`src/rtl/exc_pkg.sv`:
```
package exc_pkg;

  localparam int VEC_W   = 20;
  localparam int NUM_SRC = 8;

  // Instruction class codes seen at completion
  typedef enum logic [3:0] {
    CL_ALU         = 4'd0,
    CL_FLT_MEM     = 4'd1,
    CL_LOAD_MULTI  = 4'd2,
    CL_STORE_MULTI = 4'd3,
    CL_LOAD_RSV    = 4'd4,
    CL_STORE_COND  = 4'd5,
    CL_EXT_IN      = 4'd6,
    CL_EXT_OUT     = 4'd7,
    CL_STRING      = 4'd8,
    CL_BLK_ZERO    = 4'd9,
    CL_SYSCALL     = 4'd10,
    CL_BRANCH      = 4'd11,
    CL_SYNC        = 4'd12
  } inst_cls_e;

  // Source index doubles as priority: index 0 wins
  localparam int SRC_ALIGN = 0;
  localparam int SRC_SC    = 1;
  localparam int SRC_TRACE = 2;
  localparam int SRC_BKPT  = 3;
  localparam int SRC_SMI   = 4;
  localparam int SRC_THERM = 5;
  localparam int SRC_DEC   = 6;
  localparam int SRC_PMON  = 7;

  localparam logic [VEC_W-1:0] V_ALIGN = 20'h00600;
  localparam logic [VEC_W-1:0] V_DEC   = 20'h00900;
  localparam logic [VEC_W-1:0] V_SC    = 20'h00C00;
  localparam logic [VEC_W-1:0] V_TRACE = 20'h00D00;
  localparam logic [VEC_W-1:0] V_PMON  = 20'h00F00;
  localparam logic [VEC_W-1:0] V_BKPT  = 20'h01300;
  localparam logic [VEC_W-1:0] V_SMI   = 20'h01400;
  localparam logic [VEC_W-1:0] V_THERM = 20'h01700;

  function automatic logic [VEC_W-1:0] src_vec(input int idx);
    case (idx)
      SRC_ALIGN: src_vec = V_ALIGN;
      SRC_SC:    src_vec = V_SC;
      SRC_TRACE: src_vec = V_TRACE;
      SRC_BKPT:  src_vec = V_BKPT;
      SRC_SMI:   src_vec = V_SMI;
      SRC_THERM: src_vec = V_THERM;
      SRC_DEC:   src_vec = V_DEC;
      default:   src_vec = V_PMON;
    endcase
  endfunction

  // Classes that demand a word-aligned operand
  function automatic logic needs_word_align(input logic [3:0] cls);
    needs_word_align = (cls >= 4'(CL_FLT_MEM)) && (cls <= 4'(CL_EXT_OUT));
  endfunction

  // Multiple or string transfers
  function automatic logic is_multi_xfer(input logic [3:0] cls);
    is_multi_xfer = (cls == 4'(CL_LOAD_MULTI)) || (cls == 4'(CL_STORE_MULTI)) ||
                    (cls == 4'(CL_STRING));
  endfunction

  // Lowest set index wins; result is one-hot or zero
  function automatic logic [NUM_SRC-1:0] pick_first(input logic [NUM_SRC-1:0] hits);
    pick_first = '0;
    for (int i = NUM_SRC - 1; i >= 0; i--) begin
      if (hits[i]) pick_first = NUM_SRC'(1) << i;
    end
  endfunction

  function automatic logic [VEC_W-1:0] onehot_vec(input logic [NUM_SRC-1:0] sel);
    onehot_vec = '0;
    for (int i = 0; i < NUM_SRC; i++) begin
      if (sel[i]) onehot_vec = onehot_vec | src_vec(i);
    end
  endfunction

  function automatic logic legal_vec(input logic [VEC_W-1:0] v);
    legal_vec = (v == V_ALIGN) || (v == V_DEC) || (v == V_SC) || (v == V_TRACE) ||
                (v == V_PMON) || (v == V_BKPT) || (v == V_SMI) || (v == V_THERM);
  endfunction

endpackage

```
`src/rtl/exc_sync_detect.sv`:
```
module exc_sync_detect
  import exc_pkg::*;
#(
  parameter int PC_W = 30
) (
  input  logic            clk,
  input  logic            rst_n,
  input  logic            inst_valid,
  input  logic [3:0]      inst_class,
  input  logic [1:0]      data_ea_lo,
  input  logic            pg_wt,
  input  logic            pg_ci,
  input  logic            dcache_en,
  input  logic            le_mode,
  input  logic            msr_se,
  input  logic            msr_be,
  input  logic            msr_ir,
  input  logic [PC_W-1:0] next_pc_word,
  input  logic [PC_W-1:0] bp_word,
  input  logic            bp_te,
  input  logic            bp_be,
  output logic [3:0]      sync_hits
);

  logic misalign_hit;
  logic endian_hit;
  logic blkzero_hit;
  logic align_hit;
  logic sc_hit;
  logic trace_hit;
  logic bkpt_hit;

  assign misalign_hit = needs_word_align(inst_class) && (data_ea_lo != 2'b00);
  assign endian_hit   = is_multi_xfer(inst_class) && le_mode;
  assign blkzero_hit  = (inst_class == 4'(CL_BLK_ZERO)) && (pg_wt || pg_ci || !dcache_en);
  assign align_hit    = inst_valid && (misalign_hit || endian_hit || blkzero_hit);

  assign sc_hit = inst_valid && (inst_class == 4'(CL_SYSCALL));

  assign trace_hit = inst_valid && (inst_class != 4'(CL_SYNC)) &&
                     (msr_se || (msr_be && (inst_class == 4'(CL_BRANCH))));

  assign bkpt_hit = inst_valid && bp_be && (bp_te == msr_ir) && (bp_word == next_pc_word);

  assign sync_hits = {bkpt_hit, trace_hit, sc_hit, align_hit};

  // the synchronize class never produces a trace condition
  p_sync_no_trace_r5: assert property (@(posedge clk) disable iff (!rst_n)
    (inst_class == 4'(CL_SYNC)) |-> !sync_hits[SRC_TRACE]);

  // breakpoint needs its enable
  p_bkpt_needs_enable_r6: assert property (@(posedge clk) disable iff (!rst_n)
    sync_hits[SRC_BKPT] |-> bp_be);

  // Nothing instruction-caused without a completing instruction
  p_sync_needs_valid_r13: assert property (@(posedge clk) disable iff (!rst_n)
    !inst_valid |-> (sync_hits == 4'b0000));

endmodule

```
`src/rtl/exc_async_detect.sv`:
```
module exc_async_detect
  import exc_pkg::*;
#(
  parameter int TEMP_W = 8
) (
  input  logic              clk,
  input  logic              rst_n,
  input  logic              msr_ee,
  input  logic              dec_msb,
  input  logic              smi_req,
  input  logic              therm_en,
  input  logic [TEMP_W-1:0] junct_temp,
  input  logic [TEMP_W-1:0] therm_thr1,
  input  logic [TEMP_W-1:0] therm_thr2,
  input  logic              pmc_hit,
  input  logic              pm_int_en,
  input  logic              dec_taken,
  output logic [3:0]        async_hits,
  output logic              dec_pending
);

  logic dec_msb_q;
  logic dec_edge;
  logic dec_live;
  logic smi_hit;
  logic therm_hit;
  logic dec_hit;
  logic pmon_hit;
  logic over_thr;

  assign dec_edge = dec_msb && !dec_msb_q;
  assign dec_live = dec_pending || dec_edge;

  always_ff @(posedge clk or negedge rst_n) begin
    if (!rst_n) begin
      dec_msb_q   <= 1'b0;
      dec_pending <= 1'b0;
    end else begin
      dec_msb_q   <= dec_msb;
      dec_pending <= dec_live && !dec_taken;
    end
  end

  assign over_thr  = (junct_temp > therm_thr1) || (junct_temp > therm_thr2);
  assign smi_hit   = smi_req && msr_ee;
  assign therm_hit = therm_en && over_thr && msr_ee;
  assign dec_hit   = dec_live && msr_ee;
  assign pmon_hit  = pmc_hit && pm_int_en;

  assign async_hits = {pmon_hit, dec_hit, therm_hit, smi_hit};

  // a masked decrementer event is held
  p_dec_hold_r9: assert property (@(posedge clk) disable iff (!rst_n)
    (dec_pending && !msr_ee) |=> dec_pending);

  // delivery only with interrupts enabled
  p_dec_take_ee_r9: assert property (@(posedge clk) disable iff (!rst_n)
    dec_taken |-> msr_ee);

endmodule

```
`src/rtl/exc_arbiter.sv`:
```
module exc_arbiter
  import exc_pkg::*;
(
  input  logic             clk,
  input  logic             rst_n,
  input  logic [3:0]       sync_hits,
  input  logic [3:0]       async_hits,
  input  logic             exc_ack,
  output logic             dec_taken,
  output logic             exc_req,
  output logic [VEC_W-1:0] exc_vec
);

  logic               busy;
  logic [NUM_SRC-1:0] all_hits;
  logic [NUM_SRC-1:0] grant;
  logic               any_hit;

  assign all_hits  = {async_hits, sync_hits};
  assign grant     = busy ? '0 : pick_first(all_hits);
  assign any_hit   = |grant;
  assign dec_taken = grant[SRC_DEC];

  always_ff @(posedge clk or negedge rst_n) begin
    if (!rst_n) begin
      busy    <= 1'b0;
      exc_req <= 1'b0;
      exc_vec <= '0;
    end else if (busy) begin
      exc_req <= 1'b0;
      if (exc_ack) busy <= 1'b0;
    end else if (any_hit) begin
      exc_req <= 1'b1;
      exc_vec <= onehot_vec(grant);
      busy    <= 1'b1;
    end else begin
      exc_req <= 1'b0;
    end
  end

  p_grant_onehot_r11: assert property (@(posedge clk) disable iff (!rst_n)
    $onehot0(grant));

  p_strobe_single_r12: assert property (@(posedge clk) disable iff (!rst_n)
    exc_req |=> !exc_req);

  p_wait_ack_r12: assert property (@(posedge clk) disable iff (!rst_n)
    (busy && !exc_ack) |=> !exc_req);

  p_legal_vec_r12: assert property (@(posedge clk) disable iff (!rst_n)
    exc_req |-> legal_vec(exc_vec));

  p_vec_hold_r12: assert property (@(posedge clk) disable iff (!rst_n)
    !exc_req |-> $stable(exc_vec) || $rose(exc_req));

  p_sync_first_r11: assert property (@(posedge clk) disable iff (!rst_n)
    (!busy && (|sync_hits) && (|async_hits)) |=>
      (exc_req && ((exc_vec == V_ALIGN) || (exc_vec == V_SC) ||
                   (exc_vec == V_TRACE) || (exc_vec == V_BKPT))));

endmodule

```
`src/rtl/exc_vector_gen.sv`:
```
module exc_vector_gen
  import exc_pkg::*;
#(
  parameter int PC_W   = 30,
  parameter int TEMP_W = 8
) (
  input  logic              clk,
  input  logic              rst_n,
  input  logic              inst_valid,
  input  logic [3:0]        inst_class,
  input  logic [1:0]        data_ea_lo,
  input  logic              pg_wt,
  input  logic              pg_ci,
  input  logic              dcache_en,
  input  logic              le_mode,
  input  logic              msr_ee,
  input  logic              msr_se,
  input  logic              msr_be,
  input  logic              msr_ir,
  input  logic [PC_W-1:0]   next_pc_word,
  input  logic [PC_W-1:0]   bp_word,
  input  logic              bp_te,
  input  logic              bp_be,
  input  logic              dec_msb,
  input  logic              smi_req,
  input  logic              therm_en,
  input  logic [TEMP_W-1:0] junct_temp,
  input  logic [TEMP_W-1:0] therm_thr1,
  input  logic [TEMP_W-1:0] therm_thr2,
  input  logic              pmc_hit,
  input  logic              pm_int_en,
  input  logic              exc_ack,
  output logic              exc_req,
  output logic [VEC_W-1:0]  exc_vec
);

  logic [3:0] sync_hits;
  logic [3:0] async_hits;
  logic       dec_taken;
  logic       dec_pending;

  exc_sync_detect #(.PC_W(PC_W)) u_sync (
    .clk          (clk),
    .rst_n        (rst_n),
    .inst_valid   (inst_valid),
    .inst_class   (inst_class),
    .data_ea_lo   (data_ea_lo),
    .pg_wt        (pg_wt),
    .pg_ci        (pg_ci),
    .dcache_en    (dcache_en),
    .le_mode      (le_mode),
    .msr_se       (msr_se),
    .msr_be       (msr_be),
    .msr_ir       (msr_ir),
    .next_pc_word (next_pc_word),
    .bp_word      (bp_word),
    .bp_te        (bp_te),
    .bp_be        (bp_be),
    .sync_hits    (sync_hits)
  );

  exc_async_detect #(.TEMP_W(TEMP_W)) u_async (
    .clk         (clk),
    .rst_n       (rst_n),
    .msr_ee      (msr_ee),
    .dec_msb     (dec_msb),
    .smi_req     (smi_req),
    .therm_en    (therm_en),
    .junct_temp  (junct_temp),
    .therm_thr1  (therm_thr1),
    .therm_thr2  (therm_thr2),
    .pmc_hit     (pmc_hit),
    .pm_int_en   (pm_int_en),
    .dec_taken   (dec_taken),
    .async_hits  (async_hits),
    .dec_pending (dec_pending)
  );

  exc_arbiter u_arb (
    .clk        (clk),
    .rst_n      (rst_n),
    .sync_hits  (sync_hits),
    .async_hits (async_hits),
    .exc_ack    (exc_ack),
    .dec_taken  (dec_taken),
    .exc_req    (exc_req),
    .exc_vec    (exc_vec)
  );

  // masked vectors only follow an enabled cycle
  p_smi_ee_r7: assert property (@(posedge clk) disable iff (!rst_n)
    (exc_req && (exc_vec == V_SMI)) |-> $past(msr_ee));

  p_therm_ee_r8: assert property (@(posedge clk) disable iff (!rst_n)
    (exc_req && (exc_vec == V_THERM)) |-> $past(msr_ee));

  p_dec_ee_r9: assert property (@(posedge clk) disable iff (!rst_n)
    (exc_req && (exc_vec == V_DEC)) |-> $past(msr_ee));

  // trace vector never follows a synchronize instruction
  p_no_sync_trace_r5: assert property (@(posedge clk) disable iff (!rst_n)
    (exc_req && (exc_vec == V_TRACE)) |-> ($past(inst_class) != 4'(CL_SYNC)));

  p_pend_taken_r9: assert property (@(posedge clk) disable iff (!rst_n)
    (dec_pending && msr_ee && !dec_taken) |=> dec_pending);

endmodule

```
`config.mk`:
```
export PLATFORM = sky130hd
export DESIGN_NAME = exc_vector_gen
export DESIGN_NICKNAME = d
export VERILOG_FILES = /design/src/rtl/exc_pkg.sv /design/src/rtl/exc_sync_detect.sv /design/src/rtl/exc_async_detect.sv /design/src/rtl/exc_arbiter.sv /design/src/rtl/exc_vector_gen.sv
export SDC_FILE = /design/constraint.sdc
export NUM_CORES = 1
export LEC_CHECK = 0
export BUFFER_PORTS_ARGS = -buffer_cell sky130_fd_sc_hd__buf_2
export CAP_MARGIN = 20
export CORE_MARGIN = 1
export CORE_UTILIZATION = 41
export CTS_BUF_LIST = sky130_fd_sc_hd__clkbuf_8 sky130_fd_sc_hd__clkbuf_16
export CTS_CLUSTER_SIZE = 20
export DETAILED_ROUTE_END_ITERATION = 10
export PLACE_DENSITY = 0.86
export RECOVER_POWER = 100
export SYNTH_ARGS = -nofsm -noshare
export SYNTH_HDL_FRONTEND = slang
export SYNTH_SLANG_ARGS = --single-unit
```
`constraint.sdc`:
```
create_clock -name clk -period 4.4 [get_ports clk]
set_clock_uncertainty 0.05 [all_clocks]
set_input_delay 0.22 -clock clk [delete_from_list [all_inputs] [get_ports clk]]
set_output_delay 0.22 -clock clk [all_outputs]
set_load 0.01 [all_outputs]
```
Word level (Yosys, flattened, before mapping)

Index checks and enable logic that the tools add are counted.

Memory bits (read-only): 0
Latch bits: 0
Output and inout port bits: 21
Word-level logic and storage cells: 116
Bits in registers: 24
RAM bits: 0
Memories: 0
Input port bits: 109

Bitwise operators: 8
$lt $le $gt $ge: 4
Muxes and demuxes: 56
Div/mod/pow operators: 0
Eq/ne operators: 9
Multiply operators: 0
Shifts and indexed selects: 0
Reductions and logical operators: 34
Add/subtract/negate cells: 0

Operators by type and width:

| cell                                                              | count |
|---|---|
| 2-to-1 mux 20 bit                                                 | 42 |
| OR 20 bit                                                         | 7 |
| 2-to-1 mux 8 bit                                                  | 9 |
| equality test 30 bit                                              | 1 |
| logical AND 1 bit                                                 | 19 |
| equality test 4 bit, second input constant                        | 4 |
| > comparator 8 bit                                                | 2 |
| 2-to-1 mux 11 bit                                                 | 1 |
| logical OR 1 bit                                                  | 9 |
| equality test 4 x 2 -> 1 bit, second input constant               | 2 |
| OR reduction 8 bit                                                | 1 |
| greater-or-equal comparator 4 x 1 -> 1 bit, second input constant | 1 |
| <= comparator 4 x 3 -> 1 bit, second input constant               | 1 |
| 2-to-1 mux 1 bit                                                  | 4 |
| != test 4 bit, second input constant                              | 1 |
| zero test 1 bit                                                   | 3 |
| AND reduction 2 bit                                               | 1 |
| nonzero test 2 bit                                                | 1 |
| equality test 1 bit                                               | 1 |
| inverter 1 bit                                                    | 1 |

Depth between registers and ports, before layout

Gate-level depths: netlist of run 1.

Word-level depth: 41
Depth in mapped cells: 9
Depth with buffers taken out: 9

Hierarchy

A second synthesis of run 1 with hierarchy kept.

Cells, all modules: 187
Area, all modules: 1525.2 um^2

Modules (own cells, without submodules):

| module           | cells an instance | sequential area each (um^2) | instances | area each (um^2) |
|---|---|---|---|---|
| exc_async_detect | 67                | 50.0                        | 1         | 541.8 |
| exc_arbiter      | 59                | 175.2                       | 1         | 508.0 |
| exc_sync_detect  | 61                | 0.0                         | 1         | 475.5 |

Worst setup path before layout of run 1

No wires, ideal clock.

Kind: input -> register
From: input therm_thr2[1]
To: register u_arb.exc_vec[9]
Buffers on the path: 0
Data required time: 4224 ps
Stages: 9
Arrival time: 2005 ps
Slack: 2219 ps
Library setup time: 126 ps
Path through: inv_1 -> ha_1 -> nor2b_1 -> o211ai_1 -> a21oi_1 -> o21ai_0 -> a21oi_1 -> or3_2 -> a221o_1

Longest elaborated chain between the ends: 40
Elaborated cells between the ends (all ways): 42
Those cells by class: order compare (1); mux (29); bitwise (7); reduce/logical (5)

RTL lines:

| element                           | RTL line               | RTL |
|---|---|---|
| start: declaration                | exc_vector_gen.sv:29   | `input logic [TEMP_W-1:0] therm_thr2,` |
| > comparator 8 bit *              | exc_async_detect.sv:44 | `assign over_thr = (junct_temp > therm_thr1) \|\| (junct_temp > therm_thr2);` |
| logical OR 1 bit *                | exc_async_detect.sv:44 |  |
| logical AND 1 bit * (2 in series) | exc_async_detect.sv:46 | `assign therm_hit = therm_en && over_thr && msr_ee;` |
| 2-to-1 mux 8 bit * (6 in series)  | exc_pkg.sv:70          | `if (hits[i]) pick_first = NUM_SRC'(1) << i;` |
| 2-to-1 mux 8 bit *                | exc_arbiter.sv:20      | `assign grant = busy ? '0 : pick_first(all_hits);` |
| 2-to-1 mux 11 bit                 | exc_pkg.sv:77          | `if (sel[i]) onehot_vec = onehot_vec \| src_vec(i);` |
| 2-to-1 mux 20 bit                 | exc_arbiter.sv:32      | `end else if (any_hit) begin` |
| 2-to-1 mux 20 bit                 | exc_arbiter.sv:29      | `end else if (busy) begin` |
| [18 not listed]                   | --                     |  |
| 2-to-1 mux 20 bit                 | exc_arbiter.sv:32      |  |
| 2-to-1 mux 20 bit                 | exc_arbiter.sv:29      |  |
| OR 20 bit                         | exc_pkg.sv:77          |  |
| 2-to-1 mux 20 bit                 | exc_pkg.sv:77          |  |
| 2-to-1 mux 20 bit                 | exc_arbiter.sv:32      |  |
| 2-to-1 mux 20 bit                 | exc_arbiter.sv:29      |  |
| OR 20 bit                         | exc_pkg.sv:77          |  |
| 2-to-1 mux 20 bit                 | exc_pkg.sv:77          |  |
| end signal: assignment            | exc_arbiter.sv:34      | `exc_vec <= onehot_vec(grant);` |
| end: declaration                  | exc_arbiter.sv:11      | `output logic [VEC_W-1:0] exc_vec` |

Every way passes the cells marked *; elsewhere a longest branch is shown, timed or not. The select of a mux whose other input is x is not followed.
A chain may end at the register's enable or synchronous reset.

Final worst setup path of run 1

From: input junct_temp[1]
To: register u_arb.exc_vec[8]

Longest elaborated chain between the ends: 36
Elaborated cells between the ends (all ways): 39
Those cells by class: order compare (2); mux (26); bitwise (6); reduce/logical (5)

RTL lines:

| element                           | RTL line               | RTL |
|---|---|---|
| start: declaration                | exc_vector_gen.sv:27   | `input logic [TEMP_W-1:0] junct_temp,` |
| > comparator 8 bit                | exc_async_detect.sv:44 |  |
| logical OR 1 bit *                | exc_async_detect.sv:44 |  |
| logical AND 1 bit * (2 in series) | exc_async_detect.sv:46 |  |
| 2-to-1 mux 8 bit * (6 in series)  | exc_pkg.sv:70          |  |
| 2-to-1 mux 8 bit *                | exc_arbiter.sv:20      |  |
| 2-to-1 mux 20 bit                 | exc_pkg.sv:77          |  |
| 2-to-1 mux 20 bit                 | exc_arbiter.sv:32      |  |
| 2-to-1 mux 20 bit                 | exc_arbiter.sv:29      |  |
| [14 not listed]                   | --                     |  |
| 2-to-1 mux 20 bit                 | exc_arbiter.sv:32      |  |
| 2-to-1 mux 20 bit                 | exc_arbiter.sv:29      |  |
| OR 20 bit                         | exc_pkg.sv:77          |  |
| 2-to-1 mux 20 bit                 | exc_pkg.sv:77          |  |
| 2-to-1 mux 20 bit                 | exc_arbiter.sv:32      |  |
| 2-to-1 mux 20 bit                 | exc_arbiter.sv:29      |  |
| OR 20 bit                         | exc_pkg.sv:77          |  |
| 2-to-1 mux 20 bit                 | exc_pkg.sv:77          |  |

Marked as above.

==> results.yml, run 1 <==
die:
  die_w_um: 62.04
  die_area_um2: 3848
  die_h_um: 62.04
  core_um2: 3390
  num_rows: 21
  io_pins: 130
  start_util_pct: 43.60
power:
  powerDensity_nw_per_um2: 193.1
  pwr-share-clk_pct: 22.9
  p_switching_mw: 0.1429
  total_leakage_power_nw: 1.134
  peakVddDrop_mv: 0.08187
  power_mw: 0.4030
  p_comb_share_pct: 48.5
  intPower_mw: 0.2601
  p_seq_share_pct: 28.6
  swShare_pct: 35.45
global_routing:
  antenna_found_initial: 0
  grt_first_pass_wirelength_mm: 5.989
  grt_max_degree: 10
  grt_overflow: 0
  grt_pass1_vias: 1520
  grt_usage_pct: 20.13
worst_setup_path:
  worstSetupStartpointType: "input port"
  cp.required_ns: 4.49
  startpoint: "junct_temp[1]"
  cp_num_buf_inv: 1
  crit_arrival_ns: 2.24
  path_class: "in -> reg"
  path_max_fanout: 5
  r2r-start: "u_async.dec_msb_q"
  critPathMostFrequentCell: "a21oi_1"
  cp_cell_sequence: "clkbuf_1 -> ha_1 -> nor2b_1 -> o211ai_1 -> a21oi_1 -> o21ai_0 -> a21oi_1 -> o41a_2 -> o221ai_1"
  cp_slowest_stage_delay_ns: 0.55
  critPathCaptureType: "flop"
  cp_slowest_cell: "o41a_2"
  crit_family: "compound AO/OA/AOI/OAI gates"
cts:
  clk_pin_slew_ns: 0.04
  cts_tree: "built"
  clock-sinks: 9
  numCtsBuffers: 3
  cts_resized: 0
  clock_latency_ns: 0.23
  cts_root_buf: "clkbuf_8"
  cts_buffer_depth: 2
  htree_levels: 1
detailed_routing:
  wl_per_cell_um: 11.21
  vias: 1683
  ant_nets: 0
  dr_wl_met3_um: 298
  drt_iter0_drc: 36
  drc: 0
  highest_layer: "met4"
  met2_length_mm: 1.994
  drt_wl_total_mm: 3.869
  drt_pass1_iterations: 4
  viasPerCell: 4.878
  routedLengthMet1_mm: 1.564
placement:
  port_buffers: 114
  gp_congestion: 0.8316
  hpwlAfterDp_mm: 3.477
logic_synthesis:
  ys_warn_count: 0
  synth_cell_types: 47
  synth.cell_area_um2: 1478
  ys_seq_elements: 9
  syn_inst: 181
  synth.avg_cell_area_um2: 8.164
  synth_seq_area_share_pct: 15.24
flow_run:
  cap_violations: 0
finish:
  diodes: 0
  multi_input_area_um2: 1102
  drive_above_1_share_pct: 39.80
  final_common_cell: "buf_2"
  nets: 425
  seqCellArea_um2: 225.2
  utilization_pct: 61.57
  nFillCells: 332
  syn_to_final_growth_pct: 41.24
  layout_common_cells: "buf_2, inv_1, xor2_1"
timing:
  finalSetupTns_ns: 0
  final_max_slew_viol_count: 0
  finalHoldViolations: 0
  slew_headroom_pct: 63.55
  period_share_pct: 48.87
  tightest_slew_ns: 0.5467
  rsz0062_at_grt: "false"
  holdWs_ns: 0.06029
  setup_viol: 0
  period_needed_ns: 2.150
  fmax_ghz: 0.4651
min_path:
  min-delay-start: "dec_msb"
  hold_path_class: "in -> reg"
run_status:
  outcome: "finished clean"
==> metal layers <==
metal  up-vias  global-route usage [%]
li1        852                       -
met1       759                   24.16
met2        70                   37.23
met3         2                   2.899
met4         0                   5.079
met5         -                       0
==> through the flow <==
stage          cells  instance area [um^2]  setup WS, ns
2_1_floorplan    195                  1530         2.219
3_3_place_gp     340                  2046         2.044
3_5_place_dp     340                  2046         1.965
4_1_cts          345                  2101         2.210
5_1_grt          345                  2087         2.025
6_report         345                  2087         2.250
==> power by group through the flow <==
stage	clock [mW]	combinational, mW	sequential [mW]
5_1_grt	0.0965	0.222	0.117
6_report	0.0922	0.196	0.115
4_1_cts	0.0940	0.202	0.114
3_3_place_gp	0	0.193	0.115
2_1_floorplan	0	0.110	0.121
3_5_place_dp	0	0.200	0.115
==> state kept, by name (all words and copies together) (netlist names) <==
| name | count |
|---|---|
| u_arb.busy | 1 |
| u_arb.exc_req | 1 |
| u_arb.exc_vec | 5 |
| u_async.dec_msb_q | 1 |
| u_async.dec_pending | 1 |
==> worst reg2reg max path, cell delays in order, from the launching register on <==
cell and delay [ns]:
dfrtp_1 0.32, inv_1 0.04, a21o_1 0.18, a22o_1 0.21
or2_1 0.27, o41a_2 0.42, o221ai_1 0.19
==> cells in the mapped netlist, drive strengths merged <==
| cell | instances | share of area, % |
|---|---|---|
| a21boi | 1 | 0.51 |
| a21o | 2 | 1.5 |
| a21oi | 13 | 4.7 |
| a221o | 1 | 0.68 |
| a221oi | 1 | 0.59 |
| a22o | 1 | 0.59 |
| a311oi | 1 | 0.59 |
| a31oi | 1 | 0.42 |
| and3 | 1 | 0.42 |
| and3b | 1 | 0.59 |
| and4b | 1 | 0.68 |
| buf | 15 | 7.6 |
| conb | 1 | 0.25 |
| dfrtp | 9 | 15 |
| ha | 16 | 14 |
| inv | 23 | 5.8 |
| mux2 | 1 | 0.76 |
| nand2 | 7 | 1.8 |
| nand3 | 1 | 0.34 |
| nand4 | 8 | 3.4 |
| nor2 | 4 | 1.0 |
| nor2b | 4 | 1.7 |
| nor3 | 3 | 1.4 |
| nor4 | 5 | 3.1 |
| nor4b | 3 | 1.8 |
| nor4bb | 1 | 0.68 |
| o211ai | 2 | 1.0 |
| o21a | 1 | 0.51 |
| o21ai | 8 | 2.7 |
| o221ai | 1 | 0.59 |
| o22a | 1 | 0.59 |
| o22ai | 1 | 0.42 |
| o2bb2ai | 1 | 0.59 |
| o311ai | 1 | 0.59 |
| o31ai | 1 | 0.51 |
| o41a | 1 | 0.85 |
| o41ai | 1 | 0.59 |
| or2 | 4 | 1.7 |
| or3 | 1 | 0.51 |
| or4 | 1 | 0.76 |
| xnor2 | 13 | 7.7 |
| xor2 | 18 | 11 |
==> area by class of cell <==
| cell class | instances | area share [%] |
|---|---|---|
| sequential | 9 | 10.79 |
| clock inverter | 1 | 0.1799 |
| timing repair buffer | 115 | 27.34 |
| clock buffer | 3 | 1.978 |
| tap | 46 | 2.758 |
| inverter | 23 | 4.137 |
| multi-input combinational | 148 | 52.82 |
==> cell families after synthesis <==
| group | Yosys count | share of synthesized area [%] |
|---|---|---|
| fa+ha+maj | 16 | 13.55 |
| xor+xnor | 31 | 18.37 |
| simple gates | 45 | 19.81 |
| mux | 1 | 0.7620 |
| compound gates | 40 | 18.55 |
| flops | 9 | 15.24 |
| buf+inv | 38 | 13.46 |
| other cells | 1 | 0.2538 |
==> timing repair <==
action	4_1_cts	5_1_grt
hold buffers	1	0
buffers inserted	0	0
setup endpoints to repair	0	0
hold endpoints to repair	9	0
==> worst paths after layout <==
check / end / slack [ns] / cells past startpoint
hold reg to reg: u_arb.exc_vec[12] / 0.47 / 2
setup / recovery: u_arb.exc_vec[8] / 2.25 / 9
setup reg to reg: u_arb.exc_vec[8] / 2.64 / 6
hold / removal: u_async.dec_msb_q / 0.06 / 1
max in group asynchronous: u_async.dec_pending / 3.58 / 2
min in group asynchronous: u_arb.exc_req / 0.40 / 2
No activity file was read; power rests on OpenSTA's default activity.
==> run 2, diff against run 1 <==
--- a/config.mk
+++ b/config.mk
@@ -5,14 +5,15 @@
 export SDC_FILE = /design/constraint.sdc
 export NUM_CORES = 1
 export LEC_CHECK = 0
+export ABC_AREA = 1
 export BUFFER_PORTS_ARGS = -buffer_cell sky130_fd_sc_hd__buf_2
 export CAP_MARGIN = 20
 export CORE_MARGIN = 1
-export CORE_UTILIZATION = 41
+export CORE_UTILIZATION = 46
 export CTS_BUF_LIST = sky130_fd_sc_hd__clkbuf_8 sky130_fd_sc_hd__clkbuf_16
 export CTS_CLUSTER_SIZE = 20
 export DETAILED_ROUTE_END_ITERATION = 10
-export PLACE_DENSITY = 0.86
+export PLACE_DENSITY = 0.83
 export RECOVER_POWER = 100
 export SYNTH_ARGS = -nofsm -noshare
 export SYNTH_HDL_FRONTEND = slang
==> constraint.sdc (replaced) <==
create_clock -name clk -period 2 [get_ports clk]
set_clock_uncertainty 0.05 [all_clocks]
set_input_delay 0.1 -clock clk [delete_from_list [all_inputs] [get_ports clk]]
set_output_delay 0.1 -clock clk [all_outputs]
set_load 0.01 [all_outputs]
==> run 2 against run 1 <==
Critical endpoint is now u_arb.exc_vec[11]. Non-clock buffer count increased by 1. Critical path depth increased by 1. Largest power group unchanged. Sequential share of layout area decreased by 3.3 points. Critical path type unchanged.
==> results.yml, run 2 <==
run_status:
  outcome: "finished clean"
power:
  intPower_mw: 0.7017
  swShare_pct: 44.73
  total_leakage_power_nw: 2.128
  p_switching_mw: 0.5678
  p_comb_share_pct: 60.0
  p_seq_share_pct: 23.7
  powerDensity_nw_per_um2: 424.7
  pwr-share-clk_pct: 16.3
  peakVddDrop_mv: 0.2967
logic_synthesis:
  synthTopCellsByCount: "nand2_1, inv_1, nor2_1"
  ys_seq_elements: 9
  async_reset_ff_share_pct: 100.0
  ys_warn_count: 0
  synth_edf_count: 0
  synth.most_common_cell: "nand2_1"
  synth.avg_cell_area_um2: 5.042
  synth_area_leaders: "nand2_1, inv_1, dfrtp_1"
  synth.cell_area_um2: 2345
  synth_area_leader_cell: "nand2_1"
  synth_top_area_share_pct: 30.42
  syn_inst: 465
  synth_cell_types: 32
  synth-main-ff-cell: "dfrtp_1"
  synth_seq_area_share_pct: 9.605
finish:
  finalInstanceArea_um2: 2989
  drive_above_1_share_pct: 23.29
  largest_register: "u_arb.exc_vec"
  nets: 710
  layout_common_cells: "nand2_1, inv_1, buf_2"
  syn_to_final_growth_pct: 27.48
  largest_reg_flops: 5
  nFillCells: 506
  diodes: 0
  utilization_pct: 62.05
  final_common_cell: "nand2_1"
timing:
  finalSetupTns_ns: 0
  fmax_ghz: 0.5937
  final_max_slew_viol_count: 0
  holdWs_ns: 0.08950
  period_needed_ns: 1.684
  rsz0062_at_grt: "false"
  finalHoldViolations: 0
  period_share_pct: 84.21
  setup_viol: 0
worst_setup_path:
  rr_worst_depth: 8
  cp_num_cells: 10
  r2r-end: "u_arb.exc_vec[11]"
  r2r-start: "u_arb.busy"
  worstSetupStartpointType: "input port"
  startpoint: "dec_msb"
  crit_arrival_ns: 1.80
  critPathMostFrequentCell: "nor2_1"
  path_max_fanout: 6
  ff2ff_setup_slack_ns: 0.42
  crit_family: "simple AND/OR/NAND/NOR gates"
  cp.required_ns: 2.11
  path_class: "in -> reg"
  cp_num_buf_inv: 2
  cp_slowest_cell: "dlygate4sd3_1"
  cp_cell_sequence: "dlygate4sd3_1 -> clkbuf_1 -> a21oi_1 -> nor2_1 -> nor2_1 -> nand2_1 -> nor2_1 -> o211ai_4 -> and2_0 -> o21ai_2"
  critPathCaptureType: "flop"
  cp_slowest_stage_delay_ns: 0.53
  setup.worst_path.end: "u_arb.exc_vec[11]"
detailed_routing:
  wl_per_cell_um: 8.879
  drt_wl_total_mm: 5.780
  viasPerCell: 4.384
  drc: 0
  drt_iter0_drc: 97
  vias: 2854
  drt_pass1_iterations: 4
  ant_nets: 0
placement:
  placed_cell_area_um2: 2939
  hpwlAfterDp_mm: 5.229
  port_buffers: 114
  gp_congestion: 0.8920
global_routing:
  grt_first_pass_wirelength_mm: 10.22
  antenna_found_initial: 0
  grt_pass1_vias: 2635
  grt_max_degree: 10
  grt_usage_pct: 23.39
  grt_overflow: 0
cts:
  htree_levels: 1
  cts_resized: 0
  clk_pin_slew_ns: 0.04
  hold_buffers: 2
  cts_root_buf: "clkbuf_8"
  clock_latency_ns: 0.24
  postCtsSetupRepairBufs: 0
  cts_buffer_depth: 2
  cts_tree: "built"
  clock-sinks: 9
  numCtsBuffers: 3
die:
  die_w_um: 73.40
  num_rows: 25
  die_h_um: 73.40
  core_um2: 4817
  io_pins: 130
  start_util_pct: 48.68
  die_area_um2: 5387
min_path:
  hold_path_class: "in -> reg"
  min-delay-start: "exc_ack"
flow_run:
  cap_violations: 0
## run 2: cell types whose count changed after synthesis, sizes merged, moves of 3 or more
| cell | change |
|---|---|
| nand2 | +189 |
| inv | +90 |
| nor2 | +62 |
| xor2 | -17 |
| nand3 | +12 |
| xnor2 | -10 |
| o21ai | -6 |
| nor4 | -5 |
| nor2b | -4 |
| nand3b | +3 |
| nor3 | -3 |
| nor4b | -3 |
| or2 | -3 |
## run 2: cell type report
class,count,area (um^2),share of cell area (%)
Clock buffer,3,41.29,1.381
Clock inverter,1,3.754,0.1256
Inverter,113,426.7,14.27
Multi-Input combinational cell,342,1628,54.46
Sequential cell,9,225.2,7.535
Tap cell,67,83.83,2.805
Timing Repair Buffer,116,580.6,19.42
## run 2: worst reg2reg max path: cells and delay by family, from the launching register on
family	cells	cell delay (ns)
simple gates	5	0.76
flops	1	0.37
compound gates	2	0.22
buf+inv	1	0.11
## run 2: per-layer routing
layer / global-route usage (%) / routed length [um]
met4: 3.846 / 38
met2: 44.14 / 2755
met1: 29.00 / 2543
met5: 0 / 0
met3: 2.195 / 443
## run 2: power by group through the flow
stage	clock network, mW	registers (mW)	logic (mW)
2_1_floorplan	0	0.325	0.494
3_3_place_gp	0	0.299	0.756
3_5_place_dp	0	0.300	0.780
4_1_cts	0.210	0.298	0.788
5_1_grt	0.223	0.309	0.887
6_report	0.207	0.300	0.762
## run 2: cell families (layout without fill, tap and decap cells)
family | Yosys count | in the layout | share of synthesized area, %
xor gates and xnor gates | 4 | 4 | 1.815
DFF | 9 | 9 | 9.605
AOI/OAI and AO/OA | 21 | 21 | 6.137
other | 1 | 15 | 0.1599
and+or+nand+nor | 286 | 286 | 50.75
buffers and inverters | 128 | 233 | 23.00
adders and majority gates | 16 | 16 | 8.538
## run 2: worst min path at each step
stage                                   end  slack [ns]  depth (start not counted)
after floorplan                  u_arb.busy       -0.25                          0
after global placement    u_async.dec_msb_q       -0.09                          1
after detailed placement  u_async.dec_msb_q       -0.09                          1
after CTS                        u_arb.busy        0.09                          3
after global routing             u_arb.busy        0.09                          3
final                            u_arb.busy        0.09                          3
## run 2: through the flow
stage               setup slack (ns)  std cells  power, mW
floorplan                     0.5421        479     0.8197
global placement              0.3578        645      1.056
detailed placement            0.2994        645      1.080
CTS                           0.4236        651      1.296
global route                  0.1513        651      1.418
finish                        0.3158        651      1.269
==> run 3, diff against run 2 <==
==> constraint.sdc (replaced) <==
create_clock -name clk -period 1.6 [get_ports clk]
set_clock_uncertainty 0.05 [all_clocks]
set_input_delay 0.08 -clock clk [delete_from_list [all_inputs] [get_ports clk]]
set_output_delay 0.08 -clock clk [all_outputs]
set_load 0.01 [all_outputs]
==> run 3 against run 2 <==
Combinational power is 31% higher. Die area is the same. First-iteration DRC count increased by 1.0%. Cell count is 0.15% higher. Sequential power grew 27%. Final area increased by 1.8%. Core utilization is 1.1 points higher. Via count is 0.74% higher.
==> results.yml, run 3 (same netlist as run 2, synthesis figures left out) <==
global_routing:
  grt_pass1_vias: 2623
  grt_overflow: 0
  grt_first_pass_wirelength_mm: 10.21
  grt_max_degree: 10
  grt_usage_pct: 23.41
  antenna_found_initial: 0
worst_setup_path:
  crit_arrival_ns: 1.58
  path_class: "in -> reg"
  r2r-start: "u_arb.busy"
  rr_worst_depth: 8
  cp_slowest_cell: "dlygate4sd3_1"
  r2r-end: "u_arb.exc_vec[11]"
  critPathCaptureType: "flop"
  critPathMostFrequentCell: "nor2_2"
  cp_slowest_stage_delay_ns: 0.53
  worstSetupStartpointType: "input port"
  ff2ff_setup_slack_ns: 0.15
  path_max_fanout: 6
  cp.required_ns: 1.67
  cp_cell_sequence: "dlygate4sd3_1 -> buf_2 -> a21oi_4 -> nor2_2 -> nand2_1 -> nor2_2 -> o211ai_4 -> and2_4 -> nand3_1"
finish:
  diodes: 0
  layout_common_cells: "nand2_1, buf_2, inv_1"
  nets: 711
  largest_reg_flops: 5
  nFillCells: 517
  final_common_cell: "nand2_1"
  largest_register: "u_arb.exc_vec"
  instances_no_fill: 652
  utilization_pct: 63.14
  syn_to_final_growth_pct: 29.72
  drive_above_1_share_pct: 25.30
cts:
  htree_levels: 1
  clock-sinks: 9
  clk_pin_slew_ns: 0.04
  numCtsBuffers: 3
  clock_latency_ns: 0.24
  cts_root_buf: "clkbuf_8"
  cts_tree: "built"
  cts_buffer_depth: 2
detailed_routing:
  vias: 2875
  drc: 0
  viasPerCell: 4.410
  drt_iter0_drc: 98
  wl_per_cell_um: 9.204
  ant_nets: 0
  drt_wl_total_mm: 6.001
  drt_pass1_iterations: 4
timing:
  finalSetupTns_ns: 0
  fmax_ghz: 0.6644
  final_max_slew_viol_count: 0
  finalHoldViolations: 0
  period_share_pct: 94.07
  period_needed_ns: 1.505
  setup_viol: 0
die:
  die_w_um: 73.40
  core_um2: 4817
  io_pins: 130
  die_h_um: 73.40
  die_area_um2: 5387
  num_rows: 25
  start_util_pct: 48.68
run_status:
  outcome: "finished clean"
placement:
  hpwlAfterDp_mm: 5.234
  gp_congestion: 0.8920
  dpl.cell_count: 645
  port_buffers: 114
min_path:
  min-delay-start: "exc_ack"
  min_to: "u_arb.busy"
  hold_path_class: "in -> reg"
  hold_path_depth: 3
flow_run:
  cap_violations: 0
power:
  total_leakage_power_nw: 2.137
  powerDensity_nw_per_um2: 537.6
  peakVddDrop_mv: 0.3792
[run 3: cell count changes in the layout (fill, tap and decap cells not counted), moves of 2 or more]
| cell | delta |
|---|---|
| nor2_2 | +4 |
| nand2_1 | -2 |
| nor2_1 | -5 |
| nand2_2 | +2 |
[run 3: how the worst max path moves through the flow]
stage | from | end | slack [ns] | cells past startpoint
finish | dec_msb | u_arb.busy | 0.09 | 9
CTS | dec_msb | u_arb.exc_vec[11] | 0.05 | 10
detailed placement | junct_temp[1] | u_arb.exc_vec[11] | -0.07 | 14
global route | junct_temp[3] | u_arb.exc_vec[8] | -0.005 | 13
floorplan | therm_thr2[1] | u_arb.busy | 0.16 | 14
global placement | junct_temp[1] | u_arb.busy | -0.02 | 14
[run 3: through the flow]
step | power, mW | cell area (um^2) | setup WS (ns) | hold slack (ns)
2_1_floorplan | 1.025 | 2397 | 0.1621 | -0.2656
3_3_place_gp | 1.320 | 2939 | -0.02223 | -0.1143
3_5_place_dp | 1.349 | 2939 | -0.07485 | -0.1140
4_1_cts | 1.618 | 3004 | 0.04568 | 0.07184
5_1_grt | 1.812 | 3042 | -0.005080 | 0.08043
6_report | 1.635 | 3042 | 0.09492 | 0.07281
[run 3: repair_timing]
action | in CTS | in global routing
gates resized for setup | 0 | 11
setup buffers | 0 | 1
hold buffers | 2 | 0
endpoints found under the setup margin | 0 | 7
hold endpoints to repair | 10 | 0
[run 3: metal layers]
layer,track usage [%],vias up,share of wire (%),routed length [um]
li1,-,1567,-,-
met5,0,-,0,0
met2,42.80,101,48,2874
met4,3.846,0,0.57,34
met1,30.25,1203,46,2736
met3,2.058,4,5.9,356
[run 3: cell type report]
class	instances	area, um^2	share of cell area [%]
inverter	113	426.7	14.03
multi-input combinational	342	1672	54.96
clock inverter	1	3.754	0.1234
clock buffer	3	41.29	1.357
timing repair buffer	117	589.3	19.37
sequential	9	225.2	7.404
tap	67	83.83	2.756
[run 3: power by group]
| group | internal, mW | leakage [nW] | switching (mW) |
|---|---|---|---|
| sequential | 0.326 | 0.106 | 0.0541 |
| clock | 0.167 | 0.0269 | 0.0928 |
| combinational | 0.406 | 2.00 | 0.589 |
| total | 0.899 | 2.14 | 0.736 |
[run 3: worst max-delay path: cells and delay by family]
kind                   cells  cell delay (ns)
buffers and inverters      2             0.68
AO/OA/AOI/OAI              2             0.38
AND/OR/NAND/NOR            5             0.45
